[src/rtl/lpc_pkg.sv]
package lpc_pkg;
  localparam logic [2:0] MODE_OFF = 3'd0;
  localparam logic [2:0] MODE_CS  = 3'd1;
  localparam logic [2:0] MODE_SR  = 3'd2;
  localparam logic [2:0] MODE_PD  = 3'd4;
  localparam int unsigned SR_MIN_CODE = 6;

  localparam logic [1:0] KIND_NONE = 2'd0;
  localparam logic [1:0] KIND_CS   = 2'd1;
  localparam logic [1:0] KIND_SR   = 2'd2;
  localparam logic [1:0] KIND_PD   = 2'd3;

  typedef enum logic [1:0] {
    ST_ACTIVE = 2'd0,
    ST_LOWPWR = 2'd1,
    ST_WAKE   = 2'd2,
    ST_CALIB  = 2'd3
  } lpc_state_e;

  typedef struct packed {
    logic cntClr;
    logic cntRun;
  } lpc_ctl_t;
endpackage

[src/rtl/lpc_datapath.sv]
module lpc_datapath
  import lpc_pkg::*;
#(
  parameter int TMO_W = 4,
  parameter bit HAS_CLK_STOP = 1'b1,
  localparam int CNT_W = (1 << TMO_W) + 3
) (
  input  logic             clk,
  input  logic             rstN,
  input  logic [2:0]       modeSel,
  input  logic [TMO_W-1:0] tmoClkStop,
  input  logic [TMO_W-1:0] tmoSelfRef,
  input  logic [TMO_W-1:0] tmoPwrDn,
  input  lpc_ctl_t         ctl,
  output logic             idleHit
);
  logic [TMO_W-1:0] csCode;
  logic [TMO_W-1:0] effCode;
  logic [TMO_W:0]   shiftAmt;
  logic [CNT_W-1:0] limitM1;
  logic [CNT_W-1:0] idleCnt;

  generate
    if (HAS_CLK_STOP) begin : g_cs
      assign csCode = tmoClkStop;
    end else begin : g_nocs
      assign csCode = '0;
    end
  endgenerate

  always_comb begin
    case (modeSel)
      MODE_CS: effCode = csCode;
      MODE_SR: effCode = (tmoSelfRef < TMO_W'(SR_MIN_CODE)) ? TMO_W'(SR_MIN_CODE) : tmoSelfRef;
      MODE_PD: effCode = tmoPwrDn;
      default: effCode = '0;
    endcase
    shiftAmt = {1'b0, effCode} + (TMO_W+1)'(3);
    limitM1  = (CNT_W'(1) << shiftAmt) - CNT_W'(1);
  end

  always_ff @(posedge clk) begin
    if (!rstN || ctl.cntClr) begin
      idleCnt <= '0;
    end else if (ctl.cntRun && (idleCnt < limitM1)) begin
      idleCnt <= idleCnt + CNT_W'(1);
    end
  end

  assign idleHit = (idleCnt >= limitM1);
endmodule

[src/rtl/lpc_control.sv]
module lpc_control
  import lpc_pkg::*;
(
  input  logic       clk,
  input  logic       rstN,
  input  logic [2:0] modeSel,
  input  logic       accReq,
  input  logic       freqChgReq,
  input  logic       exitDone,
  input  logic       calDone,
  input  logic       idleHit,
  output lpc_ctl_t   ctl,
  output logic       accGrant,
  output logic [2:0] enterStb,
  output logic [2:0] exitStb,
  output logic       calReq,
  output logic [1:0] lpState
);
  lpc_state_e state;
  logic [1:0] lpKind;
  logic       modeValid;
  logic       inhibit;
  logic       doEnter;
  logic [1:0] newKind;

  always_comb begin
    case (modeSel)
      MODE_CS: newKind = KIND_CS;
      MODE_SR: newKind = KIND_SR;
      MODE_PD: newKind = KIND_PD;
      default: newKind = KIND_NONE;
    endcase
    modeValid = (newKind != KIND_NONE);
    inhibit   = freqChgReq && (modeSel == MODE_SR);
    doEnter   = (state == ST_ACTIVE) && !accReq && idleHit && modeValid && !inhibit;
    ctl.cntClr = (state != ST_ACTIVE) || accReq;
    ctl.cntRun = (state == ST_ACTIVE) && !accReq;
  end

  always_ff @(posedge clk) begin
    if (!rstN) begin
      state    <= ST_ACTIVE;
      lpKind   <= KIND_NONE;
      enterStb <= '0;
      exitStb  <= '0;
    end else begin
      enterStb <= '0;
      exitStb  <= '0;
      case (state)
        ST_ACTIVE: if (doEnter) begin
          state  <= ST_LOWPWR;
          lpKind <= newKind;
          enterStb[newKind - 2'd1] <= 1'b1;
        end
        ST_LOWPWR: if (accReq) begin
          state <= ST_WAKE;
          exitStb[lpKind - 2'd1] <= 1'b1;
        end
        ST_WAKE: if (exitDone) begin
          state  <= (lpKind == KIND_PD) ? ST_CALIB : ST_ACTIVE;
          lpKind <= KIND_NONE;
        end
        ST_CALIB: if (calDone) state <= ST_ACTIVE;
        default: state <= ST_ACTIVE;
      endcase
    end
  end

  assign accGrant = (state == ST_ACTIVE) && accReq;
  assign calReq   = (state == ST_CALIB);
  assign lpState  = lpKind;
endmodule

[src/rtl/lp_idle_ctrl.sv]
module lp_idle_ctrl
  import lpc_pkg::*;
#(
  parameter int TMO_W = 4,
  parameter bit HAS_CLK_STOP = 1'b1
) (
  input  logic             clk,
  input  logic             rstN,
  input  logic [2:0]       modeSel,
  input  logic [TMO_W-1:0] tmoClkStop,
  input  logic [TMO_W-1:0] tmoSelfRef,
  input  logic [TMO_W-1:0] tmoPwrDn,
  input  logic             accReq,
  input  logic             freqChgReq,
  input  logic             exitDone,
  input  logic             calDone,
  output logic             accGrant,
  output logic             csEnter,
  output logic             srEnter,
  output logic             pdEnter,
  output logic             csExit,
  output logic             srExit,
  output logic             pdExit,
  output logic             calReq,
  output logic [1:0]       lpState
);
  lpc_ctl_t   ctl;
  logic       idleHit;
  logic [2:0] enterStb;
  logic [2:0] exitStb;

  lpc_datapath #(.TMO_W(TMO_W), .HAS_CLK_STOP(HAS_CLK_STOP)) u_dp (
    .clk(clk), .rstN(rstN), .modeSel(modeSel),
    .tmoClkStop(tmoClkStop), .tmoSelfRef(tmoSelfRef), .tmoPwrDn(tmoPwrDn),
    .ctl(ctl), .idleHit(idleHit)
  );

  lpc_control u_ctl (
    .clk(clk), .rstN(rstN), .modeSel(modeSel), .accReq(accReq),
    .freqChgReq(freqChgReq), .exitDone(exitDone), .calDone(calDone),
    .idleHit(idleHit), .ctl(ctl), .accGrant(accGrant),
    .enterStb(enterStb), .exitStb(exitStb), .calReq(calReq), .lpState(lpState)
  );

  assign {pdEnter, srEnter, csEnter} = enterStb;
  assign {pdExit, srExit, csExit}    = exitStb;
endmodule

[config.mk]
export PLATFORM = sky130hd
export DESIGN_NAME = lp_idle_ctrl
export DESIGN_NICKNAME = d
export VERILOG_FILES = /design/src/rtl/lpc_pkg.sv /design/src/rtl/lpc_datapath.sv /design/src/rtl/lpc_control.sv /design/src/rtl/lp_idle_ctrl.sv
export SDC_FILE = /design/constraint.sdc
export NUM_CORES = 1
export LEC_CHECK = 0
export ABC_CLOCK_PERIOD_IN_PS = 13920
export BUFFER_PORTS_ARGS = -buffer_cell sky130_fd_sc_hd__buf_2
export CAP_MARGIN = 20
export CELL_PAD_IN_SITES_DETAIL_PLACEMENT = 2
export CELL_PAD_IN_SITES_GLOBAL_PLACEMENT = 2
export CORE_MARGIN = 2
export CORE_UTILIZATION = 39
export CTS_CLUSTER_DIAMETER = 50
export CTS_CLUSTER_SIZE = 28
export DETAILED_ROUTE_END_ITERATION = 10
export GPL_ROUTABILITY_DRIVEN = 1
export PLACE_DENSITY_LB_ADDON = 0.1
export SYNTH_ARGS = -nofsm -noshare
export SYNTH_HDL_FRONTEND = slang
export SYNTH_SLANG_ARGS = --single-unit
[constraint.sdc]
create_clock -name clk -period 13.92 [get_ports clk]
set_clock_uncertainty 0.1 [all_clocks]
set_input_delay 2.784 -clock clk [delete_from_list [all_inputs] [get_ports clk]]
set_output_delay 2.784 -clock clk [all_outputs]
set_load 0.01 [all_outputs]
After elaboration in Yosys (flattened, before gate mapping)
Index checks and enable logic that the tools add are counted.

Word-level logic and storage cells: 67. Register bits: 29.

Equality and inequality tests: 11. Reductions and logical operators: 22. Add/subtract/negate cells: 5. Magnitude comparators: 7. Shifts and indexed selects: 1. Muxes and demuxes: 16.

Operator list (count): $add A19 B1 Y19 const B (1); $ge A19 B19 Y1 (1); $lt A19 B19 Y1 (1); $shl A1 B5 Y19 const A (1); $sub A19 B2 Y19 const B (1); $mux W2 (7); $pmux W4 S3 (1); $logic_and A1 B1 Y1 (9); $reduce_and A3 Y1 (3); $pmux W2 S4 (1); $eq A2 B2 Y1 const B (3); $lt A2 B3 Y1 const B (2); $ne A2 B2 Y1 const B (3); $pmux W2 S3 (1); $reduce_bool A2 Y1 (3); $add A4 B2 Y5 const B (1); $demux W1 S2 (2); $ge A2 B1 Y1 const B (2); $lt A4 B3 Y1 const B (1); $mux W4 (1); $pmux W2 S2 (1); $reduce_and A4 Y1 (1); $sub A2 B1 Y2 const B (2); $eq A3 B1 Y1 const B (1); 8 further kinds (12).

Logic depth before layout (Yosys ltp)
Word-level depth: 12. Mapped depth: 23. Mapped depth without buffers: 19.

Hierarchy
From an unflattened synthesis, not the netlist that was laid out.

Cells, all modules: 279. Area total of the unflattened synthesis: 2163.3 um^2.

Modules (own cells, without submodules): lpc_datapath (instances 1, area an instance 1700.4 um^2, cells an instance 226); lpc_control (instances 1, area an instance 462.9 um^2, cells an instance 53).

Least setup slack after synthesis
OpenSTA, ideal clock, no wires.

Path kind: input-to-reg. Start point: input modeSel[0]. End point: register u_dp.idleCnt[4]. Required time: 13.685 ns. Stages: 23. Setup slack: 6.500 ns. Data arrival time: 7.185 ns. Path through: buf_4 -> and4bb_4 -> a211oi_4 -> clkbuf_1 -> nand3_1 -> inv_1 -> ha_1 -> inv_1 -> a21oi_1 -> nand3_1 -> ha_1 -> o21ai_2 -> nor2_2 -> o41a_1 -> ha_1 -> a21o_1 -> a21o_1 -> a21oi_1 -> o21ai_0 -> clkbuf_1 -> clkbuf_1 -> o311ai_0 -> o41ai_1.

Longest elaborated chain between the ends: 7.

Ends and longest elaborated chain: from (decl) (RTL line lp_idle_ctrl.sv:9) `input logic [2:0] modeSel,`; $eq A3 B3 Y1 (tied with other cells) (RTL line lpc_datapath.sv:32) `case (modeSel)`; $pmux W4 S3 * (RTL line lpc_datapath.sv:32); $add A4 B2 Y5 * (RTL line lpc_datapath.sv:38) `shiftAmt = {1'b0, effCode} + (TMO_W+1)'(3);`; $shl A1 B5 Y19 * (RTL line lpc_datapath.sv:39) `limitM1 = (CNT_W'(1) << shiftAmt) - CNT_W'(1);`; $sub A19 B2 Y19 * (RTL line lpc_datapath.sv:39); $lt A19 B19 Y1 * (RTL line lpc_datapath.sv:45) `end else if (ctl.cntRun && (idleCnt < limitM1)) begin`; $logic_and A1 B1 Y1 * (RTL line lpc_datapath.sv:45); to (signal assigned) (RTL line lpc_datapath.sv:46) `idleCnt <= idleCnt + CNT_W'(1);`; to (decl) (RTL line lpc_datapath.sv:21) `logic [CNT_W-1:0] idleCnt;`.

Every way passes the cells marked *; elsewhere a longest branch is shown, timed or not. A chain may end at the register's enable or synchronous reset.

Worst setup path in the final report
Start point: input modeSel[0]. End point: register u_dp.idleCnt[6].

Same word-level chain as after synthesis.

==> out/summary.txt <==
Clock Tree Root: clkbuf_8
Top post-synthesis cells by area: dfxtp_1, ha_1, mux2i_1, nand2_1, nand3_1
DR pass1 iterations: 4
Final wirelength: 9370 um
Clk slew on worst S/H paths: 0.07 ns
Relative slew slack: 42.2%
Final Critical Period: 7.94 ns
Peak VDD IR: 0.0000379 V
Worst slew pin tran: 0.858 ns
Core ar.: 7210 um^2
Post-synth EDFFs: 0
Async set-or-reset flop fraction in the synthesized netlist: 0%
Largest family of logic cells by synthesized area: simple AND/OR/NAND/NOR gates
Period Utilization, post-route: 57.0%
Avg Cell Area, Syn: 8.21 um^2
Hold Startpoint: u_dp.idleCnt[18]
Area delta synth->final: 9.30%
Gr usage total: 23.5%
RSZ-0062 raised after global routing: no
Post-Synth Simple-Gate Area: 33.1%
Diode count: 0
Fin. max-slew vios: 0
Vias in the first global route: 3024
GP Congestion: 0.880
Setup_tns: 0 ns
Detailed placement HPWL: 7140 um
Post-synthesis sequential area ratio: 20.1%
Compound-Gate Fraction of Synth Area: 23.8%
Final hold violations: 0
R2r startpoint: u_dp.idleCnt[4]
Post-Syn Nets: 396
DRC viols: 0
CTS tree: done
Num CTS Buffers: 5
Die H: 90.1 um
DIE AREA: 8120 um^2
Synth Register Bits: 29
Top_reg_cell synth: dfxtp_1
CTS resizes: 0
Buffers & Inverters on Critical Path: 3
CP Max Fanout: 20
Slowest cell delay on critical path: 0.64 ns
Static Leak: 1.25 nW
Finish-stage setup viols: 0
Vias per cell: 6.17
Worst path top cell family by delay: compound AO/OA/AOI/OAI gates
Drt wl/cell: 19.9 um
Die Width: 90.1 um
Critical Path Slowest Stage Cell: o21a_1
Distinct cells, synth: 73
Buffers on Ports: 30
H-tree depth: 2
Dominant cell type by area after synthesis: dfxtp_1
# nets final: 414
CP required: 13.99 ns
Largest net degree at the start of global routing: 32
Grt ovf: 0
R2r setup slk: 11.35 ns
Most used cell, CP: ha_1
Final setup margin: 5.98 ns
Worst setup EP type: flip-flop
Post-synthesis xor/xnor area fraction: 2.12%
Max Freq: 126 MHz
Power density cells: 73.3 nW/um^2
Detail Route Antenna Nets: 0
Post-CTS setup repair buffer count: 0
Worst skew pair latency: 0.28 ns
CP Cell Sequence: buf_2 -> and4bb_4 -> a211oi_4 -> nand3_1 -> inv_1 -> ha_1 -> inv_1 -> a21oi_1 -> nand3_1 -> ha_1 -> o21ai_2 -> nor2_2 -> o41a_1 -> ha_1 -> nand4_1 -> nor3_1 -> o21a_1 -> o311ai_0 -> o41ai_1
Crit path DAT: 8.00 ns
Share of the synthesized area in the top cell type: 20.1%
Max cap viols: 0
Hold buffer count at cts: 0
Initial antenna violation count: 0
Clock Path Buffers: 2
Worst Setup SP: modeSel[0]
Mux contribution to synthesized area: 5.88%
Initial Utilization: 40.1%
Pre-CTS WS: 5.73 ns
Synthesized instance count: 352
# IOs: 31
Run status: finished, final reports clean
Crit path launch type: primary input
Clock tree sinks: 29
Post-Synth Adder-Cell Area: 9.95%
Crit Path Class: in -> reg
Share of cells above drive strength 1: 16.7%
Mapped Area: 2890 um^2
1st-iter DRT viols: 140
Hold Crit Class: reg -> reg
Row count: 31
First-pass GRT wire length: 15400 um
Via count: 2899
Synth warnings: 0
## path summary, 6_finish.rpt
kind	endpoint	cells after the start
min reg2reg	u_dp.idleCnt[18]	2
min	u_dp.idleCnt[18]	2
max reg2reg	u_dp.idleCnt[3]	7
max	u_dp.idleCnt[6]	19
## cell type report
| class | count | area [um^2] |
|---|---|---|
| flip-flops and latches | 29 | 581 |
| clock buffers | 6 | 72.6 |
| repair buffers | 32 | 173 |
| clock inverters | 2 | 10.0 |
| fillers | 883 | 4050 |
| inverters | 9 | 36.3 |
| multi-input cells | 293 | 2160 |
| well taps | 99 | 124 |
## report_power, final
part | internal, mW | switching (mW) | leakage (nW) | total, mW
combinational | 0.0297 | 0.0503 | 0.971 | 0.0801
clock | 0.0346 | 0.0335 | 0.0450 | 0.0681
sequential | 0.0832 | 0.000365 | 0.234 | 0.0836
total | 0.148 | 0.0842 | 1.25 | 0.232
## sequential cells by signal, indices dropped and copies added (netlist names)
| name | flops |
|---|---|
| u_ctl.enterStb | 3 |
| u_ctl.exitStb | 3 |
| u_ctl.lpState | 2 |
| u_ctl.state | 2 |
| u_dp.idleCnt | 19 |
## logic make-up (layout without fill, tap and decap cells)
family	after synthesis	count (layout)
and+or+nand+nor	155	155
adders and majority gates	23	23
xor gates and xnor gates	7	7
DFF	29	29
buffers and inverters	30	49
AOI/OAI and AO/OA	91	91
muxes	17	17
## cells in the final DEF, fill, tap and decap left out, types with 3 or more instances in the layout
cell type / netlist / layout
nand4_1: 12 / 12
dfxtp_1: 29 / 29
a31oi_1: 3 / 3
o311ai_0: 3 / 3
xnor2_1: 5 / 5
buf_2: 1 / 30
and4bb_2: 3 / 3
nor3_1: 8 / 8
and4_1: 4 / 4
inv_1: 8 / 8
a21o_1: 5 / 5
nand2_1: 33 / 33
clkbuf_8: 0 / 5
o211ai_1: 4 / 4
a21oi_1: 18 / 18
ha_1: 23 / 23
o41ai_1: 4 / 4
nand3_1: 24 / 24
o21ai_0: 16 / 15
nor4_1: 6 / 6
and4bb_1: 3 / 3
o21a_1: 3 / 3
o31ai_1: 3 / 3
nor2b_1: 5 / 5
nor2_1: 15 / 15
mux2i_1: 17 / 17
and2_1: 3 / 3
nand2b_1: 19 / 19
a211o_1: 4 / 4
and3_1: 3 / 3
## cells in the mapped netlist (4+ instances only)
library cell and instances:
nor2_1 15, ha_1 23, nand4_1 12, mux2i_1 17, and4_1 4, nor3_1 8, o211ai_1 4, nand2_1 33
o21ai_0 16, nor2b_1 5, a211o_1 4, xnor2_1 5, buf_4 4, a21o_1 5, inv_1 8, nand2b_1 19
a21oi_1 18, dfxtp_1 29, o41ai_1 4, clkbuf_1 12, nor4_1 6, nand3_1 24
## per-stage QoR
| stage | hold WS, ns | area, um^2 | power (mW) | std cells | util, % |
|---|---|---|---|---|---|
| after floorplan | 0.346 | 2890 | 0.143 | 352 | - |
| after global placement | 0.366 | 3060 | 0.162 | 461 | 42.5 |
| after detailed placement | 0.387 | 3060 | 0.164 | 461 | 42.5 |
| after CTS | 0.401 | 3150 | 0.234 | 469 | 43.6 |
| after global routing | 0.437 | 3160 | 0.248 | 470 | 43.8 |
| final | 0.397 | 3160 | 0.232 | 470 | 43.8 |
## metal layers
metal | vias up | part of all wire, % | global-route usage (%)
met2 | 65 | 47 | 38.9
met4 | 0 | 2.3 | 8.46
met3 | 16 | 3.7 | 4.02
li1 | 1377 | - | -
met5 | - | 0 | 0
met1 | 1441 | 47 | 30.6
## worst reg2reg max path, stage by stage, from the launching register on
cell and delay (ns):
dfxtp_1 0.41, ha_1 0.28, a21o_1 0.18, a21o_1 0.18, a21o_1 0.19, o21a_1 0.43
or4_1 0.57, a21oi_1 0.17
No activity file was read; power rests on OpenSTA's default activity.
